$ cat config.mk
export PLATFORM = sky130hd
export DESIGN_NAME = slot_sched
export DESIGN_NICKNAME = d
export VERILOG_FILES = /design/src/rtl/slot_sched_pkg.sv /design/src/rtl/sched_fetch.sv /design/src/rtl/sched_slot_mux.sv /design/src/rtl/sched_capture.sv /design/src/rtl/slot_sched.sv
export SDC_FILE = /design/constraint.sdc
export NUM_CORES = 1
export LEC_CHECK = 0
export BUFFER_PORTS_ARGS = -buffer_cell sky130_fd_sc_hd__buf_2
export CAP_MARGIN = 20
export CORE_AREA = 3 3 184 186
export CTS_CLUSTER_SIZE = 28
export DETAILED_ROUTE_END_ITERATION = 6
export DIE_AREA = 0 0 187 189
export GPL_ROUTABILITY_DRIVEN = 0
export PLACE_DENSITY = 0.7
export SYNTH_ARGS = -nofsm -noshare
export SYNTH_HDL_FRONTEND = slang
export SYNTH_SLANG_ARGS = --single-unit
$ cat constraint.sdc
create_clock -name clk -period 1.4 [get_ports clk]
set_input_delay 0 -clock clk [delete_from_list [all_inputs] [get_ports clk]]
set_output_delay 0 -clock clk [all_outputs]
set_load 0.005 [all_outputs]
$ cat src/rtl/slot_sched_pkg.sv
package slot_sched_pkg;
  localparam int NCH = 6;

  function automatic logic [NCH-1:0] chan_mask(input logic [1:0] cfg);
    case (cfg)
      2'd0:    chan_mask = 6'b000011;
      2'd1:    chan_mask = 6'b011011;
      default: chan_mask = 6'b111111;
    endcase
  endfunction

  function automatic logic [2:0] pair_of(input logic [2:0] idx, input logic [2:0] sw);
    case (idx)
      3'd0:    pair_of = sw[0] ? 3'd1 : 3'd0;
      3'd1:    pair_of = sw[0] ? 3'd0 : 3'd1;
      3'd2:    pair_of = sw[1] ? 3'd5 : 3'd2;
      3'd5:    pair_of = sw[1] ? 3'd2 : 3'd5;
      3'd3:    pair_of = sw[2] ? 3'd4 : 3'd3;
      3'd4:    pair_of = sw[2] ? 3'd3 : 3'd4;
      default: pair_of = idx;
    endcase
  endfunction
endpackage

$ cat src/rtl/sched_fetch.sv
module sched_fetch
  import slot_sched_pkg::*;
#(
  parameter int SW = 16
) (
  input  logic              clk,
  input  logic              rst_n,
  input  logic              fetch_fire,
  input  logic [NCH-1:0]    en_mask,
  input  logic [NCH-1:0]    pb_empty,
  input  logic [NCH*SW-1:0] pb_data,
  output logic [NCH-1:0]    pb_pop,
  output logic [NCH*SW-1:0] next_hold,
  output logic              starve,
  output logic              underrun
);
  logic [NCH*SW-1:0] hold_q;

  assign pb_pop = fetch_fire ? (en_mask & ~pb_empty) : '0;
  assign starve = fetch_fire & |(en_mask & pb_empty);

  for (genvar c = 0; c < NCH; c++) begin : g_lane
    assign next_hold[c*SW +: SW] = !fetch_fire ? hold_q[c*SW +: SW] :
                                   pb_pop[c]   ? pb_data[c*SW +: SW] : '0;
  end

  always_ff @(posedge clk) begin
    if (!rst_n) begin
      hold_q   <= '0;
      underrun <= 1'b0;
    end else begin
      hold_q <= next_hold;
      if (starve) underrun <= 1'b1;
    end
  end
endmodule

$ cat src/rtl/sched_slot_mux.sv
module sched_slot_mux
  import slot_sched_pkg::*;
#(
  parameter int SW = 16,
  parameter int LW = 20
) (
  input  logic              clk,
  input  logic              rst_n,
  input  logic              frame_start,
  input  logic [NCH-1:0]    req_n,
  input  logic [NCH-1:0]    en_mask,
  input  logic [2:0]        swap,
  input  logic [NCH*SW-1:0] next_hold,
  output logic [NCH*LW-1:0] tx_slots,
  output logic [NCH-1:0]    tx_valid
);
  localparam int PAD = LW - SW;

  logic [NCH-1:0]    send;
  logic [NCH*LW-1:0] slot_d;

  assign send = ~req_n & en_mask;

  for (genvar s = 0; s < NCH; s++) begin : g_slot
    logic [2:0] src;
    assign src = pair_of(3'(s), swap);
    assign slot_d[s*LW +: LW] = send[s] ? {next_hold[src*SW +: SW], {PAD{1'b0}}} : '0;
  end

  always_ff @(posedge clk) begin
    if (!rst_n) begin
      tx_slots <= '0;
      tx_valid <= '0;
    end else if (frame_start) begin
      tx_slots <= slot_d;
      tx_valid <= send;
    end
  end
endmodule

$ cat src/rtl/sched_capture.sv
module sched_capture
  import slot_sched_pkg::*;
#(
  parameter int SW = 16,
  parameter int LW = 20
) (
  input  logic              clk,
  input  logic              rst_n,
  input  logic              frame_start,
  input  logic [NCH-1:0]    rx_valid,
  input  logic [NCH*LW-1:0] rx_slots,
  input  logic [NCH-1:0]    en_mask,
  input  logic [2:0]        swap,
  output logic [NCH-1:0]    cap_push,
  output logic [NCH*SW-1:0] cap_data
);
  logic [NCH-1:0]    push_d;
  logic [NCH*SW-1:0] data_d;

  for (genvar c = 0; c < NCH; c++) begin : g_cap
    logic [2:0] src;
    assign src = pair_of(3'(c), swap);
    assign push_d[c] = rx_valid[src] & en_mask[c];
    assign data_d[c*SW +: SW] = rx_slots[src*LW + (LW-SW) +: SW];
  end

  always_ff @(posedge clk) begin
    if (!rst_n) begin
      cap_push <= '0;
      cap_data <= '0;
    end else begin
      cap_push <= frame_start ? push_d : '0;
      if (frame_start) cap_data <= data_d;
    end
  end
endmodule

$ cat src/rtl/slot_sched.sv
module slot_sched
  import slot_sched_pkg::*;
#(
  parameter int SAMPLE_W = 16,
  parameter int SLOT_W   = 20
) (
  input  logic                    clk,
  input  logic                    rst_n,
  input  logic                    frame_start,
  input  logic [5:0]              req_n,
  input  logic [5:0]              rx_valid,
  input  logic [6*SLOT_W-1:0]     rx_slots,
  input  logic [1:0]              cfg_chans,
  input  logic [2:0]              cfg_swap,
  input  logic [5:0]              pb_empty,
  input  logic [6*SAMPLE_W-1:0]   pb_data,
  output logic [5:0]              pb_pop,
  output logic [6*SLOT_W-1:0]     tx_slots,
  output logic [5:0]              tx_valid,
  output logic [5:0]              cap_push,
  output logic [6*SAMPLE_W-1:0]   cap_data,
  output logic                    underrun
);
  logic [NCH-1:0]          en_mask;
  logic                    fetch_fire;
  logic                    starve;
  logic [NCH*SAMPLE_W-1:0] next_hold;

  assign en_mask    = chan_mask(cfg_chans);
  assign fetch_fire = frame_start & ~req_n[0];

  sched_fetch #(.SW(SAMPLE_W)) u_fetch (
    .clk(clk), .rst_n(rst_n), .fetch_fire(fetch_fire), .en_mask(en_mask),
    .pb_empty(pb_empty), .pb_data(pb_data), .pb_pop(pb_pop),
    .next_hold(next_hold), .starve(starve), .underrun(underrun)
  );

  sched_slot_mux #(.SW(SAMPLE_W), .LW(SLOT_W)) u_mux (
    .clk(clk), .rst_n(rst_n), .frame_start(frame_start), .req_n(req_n),
    .en_mask(en_mask), .swap(cfg_swap), .next_hold(next_hold),
    .tx_slots(tx_slots), .tx_valid(tx_valid)
  );

  sched_capture #(.SW(SAMPLE_W), .LW(SLOT_W)) u_cap (
    .clk(clk), .rst_n(rst_n), .frame_start(frame_start), .rx_valid(rx_valid),
    .rx_slots(rx_slots), .en_mask(en_mask), .swap(cfg_swap),
    .cap_push(cap_push), .cap_data(cap_data)
  );
endmodule

== Word level (Yosys, flattened, before mapping) ==
Index checks and enable logic that the tools add are counted.
Word-level totals
  bits in registers: 325
  bits of input ports: 242
  output and inout bits: 235
  logic and storage cells: 92
Operators by class
  add/sub/neg operators: 6
  $mul: 6
  order comparisons: 6
  equality and inequality tests: 1
  shifts and indexed selects: 12
  mux-type cells: 38
  bitwise gates (word level): 14
  reductions and logical operators: 3
Operators with widths (number)
  variable part select 120 x 33 -> 16 bit: 6
  variable part select 96 x 8 -> 16 bit: 6
  two-way mux 16 bit: 12
  two-way mux 20 bit: 6
  adder 8 x 3 -> 9 bit (second input constant): 6
  multiplier 3 x 3 -> 6 bit (second input constant): 4
  bitwise AND 6 bit: 3
  binary-select mux 1 bit (select 3 bit): 6
  less-than comparator 3 x 4 -> 1 bit (second input constant): 4
  two-way mux 3 bit: 4
  NOT 6 bit: 2
  one-hot mux 6 bit (2 select lines): 1
  bitwise AND 1 bit: 8
  less-than comparator 1 x 4 -> 1 bit (second input constant): 2
  multiplier 1 x 3 -> 4 bit (second input constant): 2
  two-way mux 1 bit: 8
  two-way mux 6 bit: 1
  OR reduction 6 bit: 1
  == test 2 x 1 -> 1 bit (second input constant): 1
  zero test 2 bit: 1
  AND reduction 2 bit: 1
  NOT 1 bit: 1

== Logic depth before layout (Yosys ltp) ==
Gate-level depths: netlist of the first run.
  depth in word-level cells: 8
  gate-level depth with buffers: 6
  depth with buffers taken out: 4

== Modules after synthesis ==
From an unflattened synthesis of the first run, not the netlist that was laid out.
Unflattened totals
  cells, all modules: 1370
  area, all modules: 13909.6 um^2
Modules (own cells, without submodules)
  sched_fetch: times used 1, cells each 544, area an instance 4810.9 um^2, seq. area each 1941.9 um^2
  sched_slot_mux: times used 1, cells each 376, area an instance 4600.7 um^2, seq. area each 2042.0 um^2
  sched_capture: times used 1, cells each 446, area an instance 4478.0 um^2, seq. area each 2042.0 um^2
  slot_sched: times used 1, cells each 4, area an instance 20.0 um^2, seq. area each 0.0 um^2

== Worst setup path after synthesis of the first run ==
Ideal clock, no wire load.
  path kind: input -> register
  start: input cfg_swap[0]
  end: register u_cap.cap_data[10]
  library setup time: 0.116 ns
  arrival time: 1.063 ns
  data required time: 1.284 ns
  setup slack: 0.220 ns
  stages on the path: 6
  buffers on the path: 3
  cells stage by stage: clkbuf_1 -> clkbuf_1 -> buf_2 -> mux2i_1 -> nand2_1 -> o211a_1
On the way
  cells in the longest elaborated chain, start to end: 4
Ends and longest elaborated chain
  start: declaration: line slot_sched.sv:14  | input logic [2:0] cfg_swap,
  two-way mux 1 bit: line slot_sched_pkg.sv:14  | 3'd0: pair_of = sw[0] ? 3'd1 : 3'd0;
  multiplier 1 x 3 -> 4 bit: line sched_capture.sv:24  | assign data_d[c*SW +: SW] = rx_slots[src*LW + (LW-SW) +: SW];
  adder 8 x 3 -> 9 bit: line sched_capture.sv:24
  variable part select 120 x 33 -> 16 bit: line sched_capture.sv:24
  end signal: assignment: line sched_capture.sv:33  | if (frame_start) cap_data <= data_d;
  end: declaration: line sched_capture.sv:15  | output logic [NCH*SW-1:0] cap_data
No other way between the ends.
A chain may end at the register's enable or synchronous reset.

== Worst setup path in the final report of the first run ==
  start: input pb_empty[4]
  end: register u_mux.tx_slots[84]
On the way
  cells in the longest elaborated chain, start to end: 7
Ends and longest elaborated chain
  start: declaration: line slot_sched.sv:15  | input logic [5:0] pb_empty,
  NOT 6 bit: line sched_fetch.sv:19  | assign pb_pop = fetch_fire ? (en_mask & ~pb_empty) : '0;
  bitwise AND 6 bit: line sched_fetch.sv:19
  two-way mux 6 bit: line sched_fetch.sv:19
  two-way mux 16 bit: line sched_fetch.sv:24  | pb_pop[c] ? pb_data[c*SW +: SW] : '0;
  two-way mux 16 bit: line sched_fetch.sv:23  | assign next_hold[c*SW +: SW] = !fetch_fire ? hold_q[c*SW +: SW] :
  variable part select 96 x 8 -> 16 bit: line sched_slot_mux.sv:27  | assign slot_d[s*LW +: LW] = send[s] ? {next_hold[src*SW +: SW], {PAD{1'b0}}} : '0;
  two-way mux 20 bit: line sched_slot_mux.sv:27
  end signal: assignment: line sched_slot_mux.sv:35  | tx_slots <= slot_d;
  end: declaration: line sched_slot_mux.sv:14  | output logic [NCH*LW-1:0] tx_slots,
No other way between the ends.

==> impl_metrics.tcl, run 1 <==
set metrics [dict create \
    die_area_um2 35300 \
    dr_wl_met2_um 21800 \
    dr.first_iter.drc_count 711 \
    fmax_mhz 715 \
    routed_via_density 5.28 \
    port-buffer-count 428 \
    clk_latency_ns 0.52 \
    crit_top_cell "dlygate4sd3_1" \
    final_common_cell "buf_2" \
    slew_headroom_pct 51.1 \
    finalHoldViolCount 0 \
    hold_start "pb_data[22]" \
    hpwl_um 27400 \
    finalClockSkew_ns 0.0201 \
    timing.max_cap.violations 0 \
    reg2regPathDepth 4 \
    drc_errors 0 \
    die_y_um 189 \
    stdcell_area_um2 19000 \
    routedLengthMet1_um 16900 \
    grt_pass1_wl_um 69500 \
    avgSynthCellArea_um2 9.92 \
    dp_slack_ns 0.0260 \
    path_clk_slew_ns 0.07 \
    crit_path_end_kind "flip-flop" \
    powerDensity_nw_per_um2 1140 \
    hold_depth 4 \
    synth-seq-cells 301 \
    start_util_pct 38.3 \
    rows 66 \
    leakage_nw 9.08 \
    rsz0062_at_grt "true" \
    wl_per_cell_um 18.8 \
    synth_cells 1253 \
    antenna_found_initial 6 \
    placed_cells 2060 \
    hold_ws_ns 0.00582 \
    cts_tree "yes" \
    utilization_pct 58.6 \
    wl_um 44700 \
    area_delta_synth_final_pct 52.9 \
    min_period_ns 1.40 \
    nFillCells 2599 \
    ant_nets 0 \
    numCtsBuffers 34 \
    grt_pass1_vias 13000 \
    path_cells "dlygate4sd3_1 > buf_2 > nand4b_1 > and2_1 > o221ai_1 > dlygate4sd3_1" \
    yosys_warnings 0 \
    drv_slew 0 \
    fin_cells 2384 \
    hp-class "input pin to flip-flop" \
    reg2reg_from "u_fetch.hold_q[64]$_SDFF_PN0_" \
    ys_seq_area_share_pct 48.5 \
    power_mw 21.8 \
    fin_tns_setup_ns 0 \
    setup_viol 0 \
    crit_path_top_delay_cell "dlygate4sd3_1" \
    drive_above_1_share_pct 28.4 \
    highest_layer "met5" \
    h-tree-depth 2 \
    cp_max_fo 5 \
    critPathKind "input pin to flip-flop" \
    cp.buffers_inverters 3 \
    drtPass1Iterations 5 \
    startpoint_type "input pin" \
    track_usage_pct 23.9 \
    slowest_delay_ns 0.57 \
    mostFrequentLayoutCells "426 x buf_2, 301 x dfxtp_1, 258 x dlygate4sd3_1, 180 x nand2_1, 118 x mux2i_1" \
    die_w_um 187 \
    status "completed" \
    cp.arrival_ns 1.86 \
    grt_overflow_total 0 \
    clock_path_buffers 3 \
    worstMarginPinSlew_ns 0.733 \
    routed-via-count 12600 \
    min_to "u_fetch.hold_q[22]$_SDFF_PN0_" \
    synth_cell_types 38 \
    worst_slack_ns 0.00165 \
    synth_area_um2 12400 \
    fin_nets 2155 \
    vdd_drop_max_uv 996 \
    cp_data_required_time_ns 1.86 \
    critPathTopFamily "buffers and inverters" \
    grt_max_degree 160 \
    r2r-end "u_mux.tx_slots[84]$_SDFFE_PN0P_" \
    coreArea_um2 32500 \
    clkSinkCount 301 \
    timing.final.crit_share_pct 99.9 \
    dr_wl_met3_um 3660 \
    placed_cell_area_um2 15200 \
    root_buffer "clkbuf_16" \
    ioPinCount 477 \
    reg2reg_slack_ns 0.08 \
]
[power breakdown]
part | internal, mW | switching (mW)
Sequential | 8.89 | 0.162
Clock | 6.03 | 3.76
Combinational | 1.55 | 1.36
[synthesized netlist by cell type]
library cell,count,share of area (%)
nor3_4,1,0.13
a2bb2oi_1,2,0.14
nor3_1,2,0.081
nor2b_1,112,5.6
nor3b_1,26,1.6
nand2b_1,1,0.050
nand4b_1,2,0.14
a32o_1,4,0.32
or3_1,5,0.25
nor2_1,15,0.45
nor4bb_1,5,0.40
a21oi_1,34,1.4
nand3_1,1,0.040
a221o_1,2,0.16
a31oi_1,1,0.050
o211ai_2,1,0.10
o21ai_0,6,0.24
a22o_1,2,0.14
o211a_1,98,7.9
or2_2,1,0.050
nor3_2,1,0.081
nand3b_1,2,0.12
clkbuf_1,56,1.7
mux2i_1,118,9.5
conb_1,1,0.030
and2_1,18,0.91
nor3b_4,1,0.15
buf_2,52,2.1
nand2_1,180,5.4
dfxtp_1,301,48
buf_4,28,1.7
o41ai_1,1,0.070
o22ai_1,14,0.70
o221ai_1,76,5.4
a22oi_1,62,3.7
inv_1,14,0.42
or3b_1,3,0.21
buf_1,4,0.12
[timing repair]
| item | 4_1_cts | 5_1_grt |
|---|---|---|
| setup endpoints to repair | 0 | 2 |
| endpoints found under the hold margin | 264 | 0 |
| hold buffers | 258 | 0 |
| gates resized for setup | 0 | 4 |
| setup buffers | 0 | 1 |
[worst max path at each step]
stage | startpoint | end | slack, ns | cells after the start
floorplan | cfg_swap[0] | u_cap.cap_data[10]$_SDFFE_PN0P_ | 0.22 | 6
global route | cfg_chans[1] | u_cap.cap_push[4]$_SDFF_PN0_ | -0.009 | 6
detailed placement | req_n[0] | u_mux.tx_slots[97]$_SDFFE_PN0P_ | 0.03 | 6
global placement | req_n[0] | u_mux.tx_slots[4]$_SDFFE_PN0P_ | 0.01 | 7
CTS | pb_empty[5] | pb_pop[5] | 0.03 | 5
finish | pb_empty[4] | u_mux.tx_slots[84]$_SDFFE_PN0P_ | 0.002 | 6
[registers in the layout, summed over array words and instances (netlist names)]
register          cells
u_cap.cap_data       96
u_fetch.hold_q       96
u_mux.tx_slots       96
u_cap.cap_push        6
u_mux.tx_valid        6
u_fetch.underrun      1
[layer usage]
metal  up-vias  track usage, %
met5         -               0
met4         2            11.7
met3       158            6.37
met2       627            42.1
met1      5999            26.8
li1       5805               -
[cell families (layout without fill, tap and decap cells)]
| group | count (synthesis) | count (layout) | share of synthesized area, % |
|---|---|---|---|
| other | 1 | 29 | 0.0302 |
| and+or+nand+nor | 376 | 376 | 15.7 |
| buffers and inverters | 154 | 815 | 6.02 |
| AOI/OAI and AO/OA | 303 | 303 | 20.3 |
| muxes | 118 | 118 | 9.50 |
| DFF | 301 | 301 | 48.5 |
[cell type report]
class | instances | area (um^2) | share of cell area [%]
Clock buffer | 42 | 921 | 4.84
Tap cell | 442 | 553 | 2.91
Sequential cell | 301 | 6030 | 31.7
Inverter | 14 | 52.6 | 0.276
Timing Repair Buffer | 741 | 5350 | 28.1
Multi-Input combinational cell | 821 | 5790 | 30.5
Antenna cell | 5 | 12.5 | 0.0658
Clock inverter | 18 | 302 | 1.59
[worst min-delay path: stages]
cell and delay [ns]:
buf_2 0.08, nor2b_1 0.17, mux2i_1 0.11, nor2b_1 0.10
No activity file was read; power rests on OpenSTA's default activity.
==> run 2, diff against run 1 <==
CORE_AREA = 3 3 185 187   (was 3 3 184 186)
DIE_AREA = 0 0 188 190   (was 0 0 187 189)
PLACE_DENSITY = 0.74   (was 0.7)
SYNTH_HIERARCHICAL = 1   (was default)
==> run 2 against run 1 <==
Compared with the run above:
- clock power down 7.4%
- synthesized area rose by 12%
- critical path depth is 1 lower
- critical path type unchanged
- final cell count rose by 4.9%
- sequential share of layout area down 1.7 points
- flip-flop and latch count is the same
- wire length rose by 11%
- clock skew is 0.0048 ns lower
- non-clock buffer count increased by 1
==> impl_metrics.tcl, run 2 <==
set metrics [dict create \
    status "completed" \
    wl_per_cell_um 19.8 \
    vdd_drop_max_uv 646 \
    critPathTopFamily "buffers and inverters" \
    fin_tns_setup_ns 0 \
    startpoint_type "input pin" \
    finalHoldViolCount 0 \
    avgSynthCellArea_um2 10.2 \
    regArea_um2 6030 \
    dp_slack_ns 0.0845 \
    clkSinkCount 301 \
    mostFrequentLayoutCells "423 x buf_2, 301 x dfxtp_1, 268 x dlygate4sd3_1, 198 x mux2i_1, 102 x nand2b_1" \
    port-buffer-count 428 \
    top_regs "u_cap/cap_data: 96 flops, u_fetch/hold_q: 96 flops, u_mux/tx_slots: 96 flops" \
    cp.arrival_ns 1.79 \
    numCtsBuffers 34 \
    crit_path_top_delay_cell "dlygate4sd3_1" \
    timing.final.crit_share_pct 96.8 \
    track_usage_pct 25.7 \
    path_cells "dlygate4sd3_1 > buf_6 > nand2_2 > nor3b_1 > dlygate4sd3_1" \
    synth_area_um2 13900 \
    fin_cells 2500 \
    cts_tree "yes" \
    cts_resized 0 \
    start_util_pct 42.6 \
    slowest_delay_ns 0.58 \
    drive_above_1_share_pct 27.3 \
    worst_slack_ns 0.0449 \
    critPathKind "input pin to flip-flop" \
    min_to "u_mux/tx_slots[104]$_SDFFE_PN0P_" \
    cp_max_fo 13 \
    fin_nets 2270 \
    final_common_cell "buf_2" \
    path_clk_slew_ns 0.06 \
    die_y_um 190 \
    min_period_ns 1.36 \
    coreArea_um2 32600 \
    powerDensity_nw_per_um2 1060 \
    area_delta_synth_final_pct 44.5 \
    hold_depth 3 \
    r2r-end "u_mux/tx_valid[0]$_SDFFE_PN0P_" \
    dr.first_iter.drc_count 978 \
    root_buffer "clkbuf_16" \
    fmax_mhz 738 \
    reg2reg_slack_ns 0.20 \
    routed-via-count 13700 \
    cp.buffers_inverters 3 \
    ioPinCount 477 \
    drtPass1Iterations 5 \
    stdcell_area_um2 20100 \
    routed_via_density 5.47 \
    hold_start "cfg_swap[1]" \
    antenna_found_initial 6 \
    wl_um 49500 \
    clock_path_buffers 3 \
    rows 66 \
    crit_path_end_kind "flip-flop" \
    finalClockSkew_ns 0.0153 \
    clk_latency_ns 0.51 \
    hp-class "input pin to flip-flop" \
    grt_max_degree 85 \
    hpwl_um 29500 \
    die_area_um2 35700 \
    synth_cells 1369 \
    multi_input_area_um2 6950 \
    die_w_um 188 \
    crit_top_cell "dlygate4sd3_1" \
    ant_nets 0 \
    grt_overflow_total 0 \
    reg2reg_from "u_mux/tx_valid[0]$_SDFFE_PN0P_" \
    reg2regPathDepth 3 \
    h-tree-depth 2 \
    cp_data_required_time_ns 1.84 \
    cts_setup_buffers 0 \
    placed_cell_area_um2 16200 \
    leakage_nw 9.30 \
    placed_cells 2165 \
    grt_pass1_wl_um 74800 \
    timing.max_cap.violations 0 \
    yosys_warnings 6 \
    drv_slew 0 \
    nFillCells 2536 \
    setup_viol 0 \
    grt_pass1_vias 13900 \
    drc_errors 0 \
]
## run 2: metrics by stage
| stage | power (mW) | hold WS (ns) | util [%] |
|---|---|---|---|
| final | 21.2 | 0.0250 | 61.6 |
| after global routing | 21.9 | 0.0178 | 61.6 |
| after CTS | 21.2 | 0.00124 | 61.5 |
| after detailed placement | 11.5 | 0.307 | 49.8 |
| after floorplan | 10.6 | 0.190 | - |
| after global placement | 11.5 | 0.300 | 49.8 |
## run 2: worst reg2reg max path, stage by stage (launching register included)
cell	delay, ns
dfxtp_1	0.34
nand2b_1	0.07
a21boi_0	0.17
dlygate4sd3_1	0.57
## run 2: timing repair
action / CTS / global route
endpoints found under the hold margin: 254 / 0
endpoints found under the setup margin: 0 / 3
hold buffers: 269 / 0
## run 2: power breakdown
part / leakage [nW] / switching (mW) / total, mW / internal [mW]
registers: 2.46 / 0.161 / 9.02 / 8.86
clock network: 0.569 / 3.60 / 9.07 / 5.47
logic: 6.27 / 1.53 / 3.14 / 1.61
## run 2: worst max path at each step
stage / startpoint / to / slack [ns] / depth (start not counted)
after floorplan: cfg_chans[1] / u_mux/tx_slots[110]$_SDFFE_PN0P_ / 0.17 / 7
after global placement: frame_start / u_mux/tx_slots[87]$_SDFFE_PN0P_ / 0.14 / 8
after detailed placement: frame_start / u_mux/tx_slots[96]$_SDFFE_PN0P_ / 0.08 / 8
after CTS: cfg_chans[1] / u_fetch/hold_q[82]$_SDFF_PN0_ / 0.08 / 6
after global routing: rst_n / u_cap/cap_push[2]$_SDFF_PN0_ / -0.02 / 5
final: rst_n / u_cap/cap_push[2]$_SDFF_PN0_ / 0.04 / 5
## run 2: layer usage
layer | track usage (%) | vias up | share of wire [%]
li1 | - | 6254 | -
met1 | 29.7 | 6498 | 38
met2 | 45.0 | 743 | 49
met3 | 5.05 | 182 | 7.4
met4 | 14.0 | 2 | 5.3
met5 | 0 | - | 0.022
## run 2: cell type report
class	instances	share of cell area, %
Tap cell	442	2.75
Clock inverter	9	0.361
Antenna cell	5	0.0623
Timing Repair Buffer	742	26.9
Multi-Input combinational cell	947	34.6
Sequential cell	301	30.0
Inverter	2	0.0374
Clock buffer	52	5.34
==> run 3, diff against run 2 <==
ABC_AREA = 1   (was default)
PLACE_DENSITY = 0.78   (was 0.74)
==> run 3 against run 2 <==
Compared with the run above:
- die area did not move
- clock power barely moved
- worst hold slack got worse by 0.018 ns
- critical path depth rose by 3
- non-clock buffer count rose by 30
- global-route usage rose by 5.4 points
- maximum frequency rose by 1.8%
- via count rose by 30%
- wire length rose by 21%
- synthesized area rose by 8.4%
- critical path type unchanged
- sequential share of layout area fell by 2.1 points
==> impl_metrics.tcl, run 3 <==
set metrics [dict create \
    hold_ws_ns 0.00653 \
    crit_path_end_kind "flip-flop" \
    h-tree-depth 2 \
    swShare_pct 27.3 \
    clockPowerShare_pct 41.9 \
    cp_data_required_time_ns 1.79 \
    cp.arrival_ns 1.72 \
    critPathKind "input pin to flip-flop" \
    finalClockSkew_ns 0.0153 \
    startpoint_type "input pin" \
    timing.max_cap.violations 0 \
    mostFrequentLayoutCells "703 x nand2_1, 425 x buf_2, 387 x nor2_1, 350 x inv_1, 301 x dfxtp_1" \
    cts_tree "yes" \
    hp-class "input pin to flip-flop" \
    worst_slack_ns 0.0692 \
    grt_pass1_vias 17500 \
    antenna_found_initial 6 \
    stdcell_area_um2 21600 \
    track_usage_pct 31.2 \
    fmax_mhz 751 \
    ant_nets 0 \
    routed_via_density 5.17 \
    reg2reg_slack_ns 0.15 \
    dr.first_iter.drc_count 1802 \
    hold_start "cfg_swap[2]" \
    vdd_drop_max_uv 793 \
    grt_pass1_wl_um 90700 \
    status "completed" \
    placed_cell_area_um2 17800 \
    synth_area_um2 15100 \
    top_regs "u_cap/cap_data: 96 flops, u_fetch/hold_q: 96 flops, u_mux/tx_slots: 96 flops" \
    rows 66 \
    port-buffer-count 428 \
    drc_errors 0 \
    finalHoldViolCount 0 \
    numCtsBuffers 35 \
    worstMarginPinSlew_ns 0.614 \
    path_clk_slew_ns 0.07 \
    p_switching_mw 5.92 \
    drtPass1Iterations 6 \
    die_y_um 190 \
    yosys_warnings 6 \
    power_mw 21.7 \
    crit_path_top_delay_cell "dlygate4sd3_1" \
    internal-power_mw 15.8 \
    path_cells "buf_6 > buf_6 > buf_16 > buf_4 > nand2_1 > nor2_1 > dlygate4sd3_1 > nor2_1" \
    hold_depth 4 \
    r2r-end "u_fetch/hold_q[65]$_SDFF_PN0_" \
    combPwrFrac_pct 16.6 \
    fin_cells 3441 \
    final_common_cell "nand2_1" \
    slowest_delay_ns 0.58 \
    dp_slack_ns -0.0552 \
    timing.final.crit_share_pct 95.1 \
    hpwl_um 34200 \
    powerDensity_nw_per_um2 1000 \
    wl_um 60000 \
    root_buffer "clkbuf_16" \
    routed-via-count 17800 \
    grt_overflow_total 0 \
    grt_max_degree 103 \
    clock_path_buffers 3 \
    drive_above_1_share_pct 23.8 \
    rsz0062_at_grt "false" \
    reg2regPathDepth 5 \
    coreArea_um2 32600 \
    start_util_pct 46.2 \
    min_to "u_cap/cap_data[68]$_SDFFE_PN0P_" \
    area_delta_synth_final_pct 43.3 \
    placed_cells 3112 \
    cp_max_fo 22 \
    synth_cells 2288 \
    die_area_um2 35700 \
    drv_slew 0 \
    min_period_ns 1.33 \
    wl_per_cell_um 17.4 \
    die_w_um 188 \
    p_seq_share_pct 41.6 \
    fin_nets 3213 \
    setup_viol 0 \
    avgSynthCellArea_um2 6.59 \
    clk_latency_ns 0.51 \
    slew_headroom_pct 59.0 \
    reg2reg_from "u_fetch/hold_q[65]$_SDFF_PN0_" \
    clkSinkCount 301 \
    ioPinCount 477 \
    leakage_nw 10.9 \
]
==> run 3: worst max path at each step <==
stage                                       endpoint  slack (ns)  cells past startpoint         from
floorplan           u_mux/tx_slots[110]$_SDFFE_PN0P_        0.28                     12  frame_start
global placement    u_mux/tx_slots[119]$_SDFFE_PN0P_       -0.02                      9  frame_start
detailed placement   u_mux/tx_slots[39]$_SDFFE_PN0P_       -0.06                      9  frame_start
CTS                  u_cap/cap_data[51]$_SDFFE_PN0P_        0.09                      8  frame_start
global route           u_fetch/hold_q[65]$_SDFF_PN0_       0.009                      8  pb_empty[4]
finish               u_cap/cap_data[92]$_SDFFE_PN0P_        0.07                      8  frame_start
==> run 3: metrics by stage <==
stage	TNS, ns	util (%)
CTS	0	65.9
global placement	-0.0297	54.4
floorplan	0	-
global route	0	66.2
finish	0	66.2
detailed placement	-0.636	54.4
==> run 3: critical path: cells and delay by family <==
family	cells	cell delay, ns
buf+inv	5	1.41
simple gates	3	0.30
==> run 3: power by group through the flow <==
| stage | Combinational, mW | Sequential [mW] | Clock [mW] |
|---|---|---|---|
| CTS | 3.31 | 8.99 | 9.19 |
| floorplan | 1.62 | 9.18 | 0 |
| finish | 3.59 | 9.02 | 9.09 |
| global route | 3.84 | 9.04 | 9.53 |
| detailed placement | 2.68 | 9.17 | 0 |
| global placement | 2.62 | 9.16 | 0 |
==> run 3: what timing repair did <==
| item | in CTS | in global routing |
|---|---|---|
| endpoints found under the setup margin | 0 | 23 |
| setup buffers | 0 | 1 |
| endpoints found under the hold margin | 268 | 0 |
| resized for setup | 0 | 5 |
| hold buffers | 261 | 0 |
==> run 3: per-layer routing <==
metal / vias to the layer above / wire, um / global-route usage, %
met1: 8051 / 21800 / 35.2
met3: 371 / 5680 / 6.65
met2: 1250 / 28000 / 53.4
li1: 8105 / - / -
met4: 2 / 4490 / 20.2
met5: - / 13 / 0
==> run 3: final cells by class <==
class	instances	area, um^2
antenna	5	12.5
clock buffer	49	1030
clock inverter	11	97.6
fill	2447	11000
inverter	409	1540
multi-input combinational	1452	6590
sequential	301	6030
tap	442	553
timing repair buffer	772	5760
